## src/rtl/flash_guard_pkg.sv

```systemverilog
package flash_guard_pkg;
    localparam int ADDR_W      = 20;
    localparam int MAIN_SHIFT  = 15;
    localparam int SMALL_SHIFT = 12;
    localparam int N_MAIN      = 31;
    localparam int N_PARAM     = 6;
    localparam int N_BOOT      = 2;
    localparam int N_BLK       = N_MAIN + N_PARAM + N_BOOT;
    localparam int IDX_W       = $clog2(N_BLK);
    localparam int FIRST_BOOT  = N_MAIN + N_PARAM;

    typedef enum logic [2:0] {
        OP_NOP      = 3'd0,
        OP_PROG     = 3'd1,
        OP_ERASE    = 3'd2,
        OP_CHIP     = 3'd3,
        OP_SET_LOCK = 3'd4,
        OP_SET_PERM = 3'd5,
        OP_CLR_LOCK = 3'd6,
        OP_RSVD     = 3'd7
    } op_e;

    typedef struct packed {
        logic             grant;
        logic [IDX_W-1:0] blk;
    } verdict_t;

    typedef struct packed {
        logic             set_en;
        logic [IDX_W-1:0] set_idx;
        logic             clr_en;
        logic             clr_boot;
        logic             perm_set;
    } lock_upd_t;
endpackage

```

## src/rtl/flash_guard_map.sv

```systemverilog
module flash_guard_map
    import flash_guard_pkg::*;
#(
    parameter int AW   = ADDR_W,
    parameter int IW   = IDX_W,
    parameter int NM   = N_MAIN,
    parameter int MSH  = MAIN_SHIFT,
    parameter int SSH  = SMALL_SHIFT,
    parameter int FB   = FIRST_BOOT
) (
    input  logic [AW-1:0] addr,
    output logic [IW-1:0] idx,
    output logic          is_boot
);
    localparam logic [AW-1:0] MAIN_END = AW'(NM) << MSH;

    logic [AW-1:0] off;

    always_comb begin
        off = addr - MAIN_END;
        if (addr < MAIN_END)
            idx = IW'(addr >> MSH);
        else
            idx = IW'(NM) + IW'(off >> SSH);
        is_boot = (idx >= IW'(FB));
    end
endmodule

```

## src/rtl/flash_guard_locks.sv

```systemverilog
module flash_guard_locks
    import flash_guard_pkg::*;
#(
    parameter int NB = N_BLK,
    parameter int IW = IDX_W,
    parameter int FB = FIRST_BOOT
) (
    input  logic          clk,
    input  logic          rst,
    input  lock_upd_t     upd,
    output logic [NB-1:0] lock_q,
    output logic          perm_q
);
    always_ff @(posedge clk) begin
        if (rst)               perm_q <= 1'b0;
        else if (upd.perm_set) perm_q <= 1'b1;
    end

    for (genvar b = 0; b < NB; b++) begin : g_bit
        localparam bit BOOT = (b >= FB);
        always_ff @(posedge clk) begin
            if (rst)
                lock_q[b] <= 1'b0;
            else if (upd.clr_en && (!BOOT || upd.clr_boot))
                lock_q[b] <= 1'b0;
            else if (upd.set_en && upd.set_idx == IW'(b))
                lock_q[b] <= 1'b1;
        end
    end
endmodule

```

## src/rtl/flash_guard_policy.sv

```systemverilog
module flash_guard_policy
    import flash_guard_pkg::*;
#(
    parameter int NB = N_BLK,
    parameter int IW = IDX_W,
    parameter int FB = FIRST_BOOT
) (
    input  logic          valid,
    input  op_e           op,
    input  logic [IW-1:0] idx,
    input  logic          is_boot,
    input  logic          wp_n,
    input  logic [NB-1:0] lock_q,
    input  logic          perm_q,
    output logic          grant,
    output lock_upd_t     upd
);
    logic [NB-1:0] boot_mask;
    logic [NB-1:0] eff_lock;

    for (genvar b = 0; b < NB; b++) begin : g_mask
        assign boot_mask[b] = (b >= FB);
    end

    assign eff_lock = lock_q | (boot_mask & {NB{~wp_n}});

    always_comb begin
        grant = 1'b0;
        upd   = '0;
        upd.set_idx  = idx;
        upd.clr_boot = wp_n;
        unique case (op)
            OP_PROG, OP_ERASE: grant = !eff_lock[idx];
            OP_CHIP:           grant = (eff_lock == '0);
            OP_SET_LOCK:       grant = !perm_q && !(is_boot && !wp_n);
            OP_SET_PERM:       grant = 1'b1;
            OP_CLR_LOCK:       grant = !perm_q;
            default:           grant = 1'b0;
        endcase
        if (valid && grant) begin
            upd.set_en   = (op == OP_SET_LOCK);
            upd.clr_en   = (op == OP_CLR_LOCK);
            upd.perm_set = (op == OP_SET_PERM);
        end
    end
endmodule

```

## src/rtl/flash_guard.sv

```systemverilog
module flash_guard
    import flash_guard_pkg::*;
(
    input  logic              clk,
    input  logic              rst,
    input  logic              req_valid,
    input  logic [2:0]        req_op,
    input  logic [ADDR_W-1:0] req_addr,
    input  logic              wp_n,
    output logic              rsp_grant,
    output logic              rsp_deny,
    output logic [IDX_W-1:0]  rsp_block
);
    logic [IDX_W-1:0] blk_idx;
    logic             blk_is_boot;
    logic [N_BLK-1:0] lock_q;
    logic             perm_q;
    logic             grant_c;
    lock_upd_t        upd;
    verdict_t         verdict_q;
    logic             pulse_q;

    flash_guard_map u_map (
        .addr    (req_addr),
        .idx     (blk_idx),
        .is_boot (blk_is_boot)
    );

    flash_guard_policy u_policy (
        .valid   (req_valid),
        .op      (op_e'(req_op)),
        .idx     (blk_idx),
        .is_boot (blk_is_boot),
        .wp_n    (wp_n),
        .lock_q  (lock_q),
        .perm_q  (perm_q),
        .grant   (grant_c),
        .upd     (upd)
    );

    flash_guard_locks u_locks (
        .clk    (clk),
        .rst    (rst),
        .upd    (upd),
        .lock_q (lock_q),
        .perm_q (perm_q)
    );

    always_ff @(posedge clk) begin
        if (rst) begin
            pulse_q   <= 1'b0;
            verdict_q <= '0;
        end else begin
            pulse_q <= req_valid;
            if (req_valid) begin
                verdict_q.grant <= grant_c;
                verdict_q.blk   <= blk_idx;
            end
        end
    end

    assign rsp_grant = pulse_q && verdict_q.grant;
    assign rsp_deny  = pulse_q && !verdict_q.grant;
    assign rsp_block = verdict_q.blk;
endmodule

```

## config.mk

```make
export PLATFORM = sky130hd
export DESIGN_NAME = flash_guard
export DESIGN_NICKNAME = d
export VERILOG_FILES = /design/src/rtl/flash_guard_pkg.sv /design/src/rtl/flash_guard_map.sv /design/src/rtl/flash_guard_locks.sv /design/src/rtl/flash_guard_policy.sv /design/src/rtl/flash_guard.sv
export SDC_FILE = /design/constraint.sdc
export NUM_CORES = 1
export LEC_CHECK = 0
export BUFFER_PORTS_ARGS = -buffer_cell sky130_fd_sc_hd__buf_2
export CAP_MARGIN = 20
export CORE_MARGIN = 2
export CORE_UTILIZATION = 25
export DETAILED_ROUTE_END_ITERATION = 10
export MAX_ROUTING_LAYER = met4
export SYNTH_ARGS = -nofsm -noshare
export SYNTH_HDL_FRONTEND = slang
export SYNTH_HIERARCHICAL = 1
export SYNTH_SLANG_ARGS = --single-unit
```

## constraint.sdc

```tcl
create_clock -name clk -period 5 [get_ports clk]
set_input_delay 1 -clock clk [delete_from_list [all_inputs] [get_ports clk]]
set_output_delay 1 -clock clk [all_outputs]
set_load 0.05 [all_outputs]
```

==> summary.txt <==
Timing
  • Setup TNS after final layout: 0 ps
  • Final Hold Vio Count: 0
  • Hold Slack: approximately 500 ps
  • Clock Skews: 14.1 ps
  • Fmax: between 0.2 and 0.3 GHz
  • Pins Over Slew Limit: 0
  • Fin crit period: 3550 ps
  • Worst rel slew slack: 57.4%
  • Worst-Margin Slew: 639 ps
  • Tcrit/Tclk final: a little under three quarters
  • Setup-failing EPs final: 0
  • RSZ-0062 raised after global routing: false

Drt
  • Final ANT Viol Nets: 0
  • Drt total wl: 6170 µm
  • Initial DRC Count: around 210
  • WL/cell: 14.6 µm
  • Vias: 2120
  • # DRC: 0
  • Vias per cell: about 5.0
  • DRT Pass-1 Iters: 4

Global route
  • GRT Total Usage: 11.2%
  • Grt ovf: 0
  • First-pass GRT wire length: between 10000 and 15000 µm
  • Vias in the first global route: 2019
  • Initial antenna violation count: 0
  • Pin count of the biggest net entering global routing: 38

Power
  • Int Pwr: about 560 µW
  • Logic pwr share: 13.2%
  • Maximum VDD drop: about 0.00010 V
  • Power Total: 756 µW
  • Switch Pwr: approximately 190 µW
  • Power Dens Cells: approximately 270 nW/µm²
  • Sw frac: about a quarter
  • Seq pwr share: about half
  • Clock power frac: about 35%
  • Leak: ~1.1 nW

Synth
  • Post-synthesis sequential area ratio: between 30% and 40%
  • Synthesized Nets: 316
  • Synth warnings: 6
  • Leading area contributor after synthesis: dfxtp_1
  • Post-synthesis register bit count: 48
  • Ranking of synthesized cells by area: dfxtp_1 (36%), nor2_1 (7.4%), mux4_1 (5.8%)
  • Post-synthesis cell type count: between 50 and 60
  • Async set or reset register ratio after synthesis: 0%
  • Share of the synthesized area in the top cell type: 35.6%
  • Ys flop type: dfxtp_1
  • Average size of a mapped cell: between 9 and 10 µm²
  • Netlist Area Pre-Place: about 2700 µm²
  • Gate Count Post-Synth: 286
  • EDFF count, synth: 0

Layout
  • Layout net count: roughly 320
  • ANT cells: 0
  • Synth-to-Final Area Change: 5.33%
  • Share of layout cells above drive strength 1: 17.8%

Worst hold path
  • Hold Path End: u_locks/lock_q[16]$_SDFFE_PP0P_
  • Hold path startpoint: u_locks/lock_q[16]$_SDFFE_PP0P_
  • Worst Hold Class: flop to flop
  • Min-Delay Path Depth: 2

Clock tree
  • H-tree levels: 2
  • Hold buffers post-CTS: 0
  • Clock tree sinks: between 40 and 50
  • TritonCTS Buffers: 5
  • PostCTS Resize Cnt: 0
  • Clock tree buffer depth: 2
  • CTS tree: yes
  • Setup bufs post-CTS: 0
  • Worst-Skew Late Latency: 310 ps
  • Clock Tree Root: clkbuf_8
  • Clock Pin Slew Worst Setup and Hold Paths: ~80 ps

Worst setup path
  • CP Max Fanout: 8
  • R2R Path Start: u_locks/lock_q[21]$_SDFFE_PP0P_
  • Register-to-register path setup slack: 2320 ps
  • R2R cell count: 8
  • Crit-path max cell delay: roughly 560 ps
  • CP Data Required Time: between 5000 and 6000 ps
  • CP Class: input port to flop
  • Reg2reg end: u_locks/lock_q[3]$_SDFFE_PP0P_
  • Crit path cell chain: buf_2 -> inv_1 -> ha_1 -> nand3b_1 -> xor2_1 -> o22ai_1 -> and2_1 -> or3b_1 -> a21oi_1 -> o32ai_1 -> nand2b_1 -> nor3_1 -> nor3b_2 -> a31oi_1 -> nor2_1
  • Critical Path AT: around 3800 ps
  • Setup crit end kind: flop
  • Startpoint Class: input port
  • Slowest stage cell on the critical path: nor3b_2

Status
  • Status: finished clean

Floorplan
  • DIE HEIGHT: 108 µm
  • Row count: 37
  • Initial Util: around a quarter
  • Core region area: around 10000 µm²
  • Die W: ~110 µm
  • Io pins: 35
  • Die area: 11700 µm²

Placement
  • Dpl hpwl: approximately 4300 µm
  • Count of input and output buffers: 22
  • GP Congestion: between 0.7 and 0.8

Run
  • Max cap viols: 0
kinds of logic (layout without fill, tap and decap cells):
group,after synthesis,in the layout,share of synthesized area [%]
multiplexers,18,18,11.3
AND/OR/NAND/NOR,121,121,26.9
XOR/XNOR,3,3,0.973
buffers and inverters,37,37,10.9
flip-flops,48,48,35.6
AO/OA/AOI/OAI,56,56,12.9
adder cells (fa/ha/maj),3,3,1.39
synth_stat cells, types with 3 or more instances:
cell type  instances
nor3_1             5
buf_2              4
and2_1             4
mux2i_1            8
nor4b_4            3
inv_1              4
buf_6             10
a31oi_1           21
buf_4             16
and3b_1            3
a21oi_1           21
nor2b_1            6
ha_1               3
nand4_1            4
nor3b_1            3
nor4_1             8
nor2_1            53
mux4_1             6
nand2_1            7
nand3_1            3
nand3b_1           4
nand2b_1           3
dfxtp_1           48
worst max-delay path by stage:
stage,from,end,slack [ps]
3_3_place_gp,req_addr[12],u_locks/lock_q[3]$_SDFFE_PP0P_,1350
3_5_place_dp,req_addr[12],u_locks/lock_q[7]$_SDFFE_PP0P_,1280
2_1_floorplan,req_addr[12],u_locks/lock_q[3]$_SDFFE_PP0P_,1920
5_1_grt,req_addr[12],u_locks/lock_q[7]$_SDFFE_PP0P_,1250
6_report,req_addr[12],u_locks/lock_q[3]$_SDFFE_PP0P_,1450
4_1_cts,req_addr[12],u_locks/lock_q[7]$_SDFFE_PP0P_,1580
per-stage QoR:
step | instance area, µm² | util, % | setup WS [ps] | std cells
2_1_floorplan | 2700 | - | 1920 | 286
3_3_place_gp | 2750 | 26.4 | 1350 | 416
3_5_place_dp | 2750 | 26.4 | 1280 | 416
4_1_cts | 2850 | 27.3 | 1580 | 422
5_1_grt | 2850 | 27.3 | 1250 | 422
6_report | 2850 | 27.3 | 1450 | 422
layer usage:
layer,up-vias,routed length [µm],track usage (%)
li1,1028,-,-
met1,1018,2900,14.8
met2,67,2850,17.7
met3,7,382,2.59
met4,0,46,2.47
met5,-,0,-
state kept, by name, summed over array words and instances, names as in the netlist:
| signal | cells |
|---|---|
| pulse_q | 1 |
| rsp_block | 6 |
| u_locks/lock_q | 39 |
| u_locks/perm_q | 1 |
| verdict_q | 1 |
power groups by stage:
stage                     Sequential, mW  Clock [mW]  Combinational, mW
final                              0.388       0.268              0.100
after global routing               0.389       0.292              0.107
after CTS                          0.388       0.275             0.0998
after detailed placement           0.397           0             0.0993
after global placement             0.397           0             0.0981
after floorplan                    0.397           0             0.0869
placed cells by master, fill, tap and decap left out, types with 2 or more instances in the layout:
cell / instances
nor2_1: 53
dfxtp_1: 48
buf_2: 22
a21oi_1: 21
a31oi_1: 21
mux2i_1: 8
nor4_1: 8
nand2_1: 7
nor2b_1: 6
mux4_1: 6
clkbuf_8: 5
buf_4: 5
nor3_1: 5
and2_1: 4
inv_1: 4
nand3b_1: 4
nand4_1: 4
nor4b_4: 3
and3b_1: 3
ha_1: 3
nand3_1: 3
nand2b_1: 3
nor3b_1: 3
or2_1: 2
and4bb_2: 2
o21a_1: 2
xor2_1: 2
a21boi_2: 2
mux4_2: 2
worst max-delay path, delay by kind of cell:
| kind | cells | cell delay, ps |
|---|---|---|
| compound gates | 4 | 510 |
| xor+xnor | 1 | 250 |
| simple gates | 7 | 1630 |
| fa+ha+maj | 1 | 220 |
| buf+inv | 2 | 160 |
layout make-up:
type                       instances  area, µm²
inverter                           4       15.0
tap                              136        170
sequential                        48        961
timing repair buffer              27        148
clock inverter                     1       30.0
multi-input combinational        201       1450
clock buffer                       5       68.8
fill                            1083       7570
No activity file was read; power rests on OpenSTA's default activity.
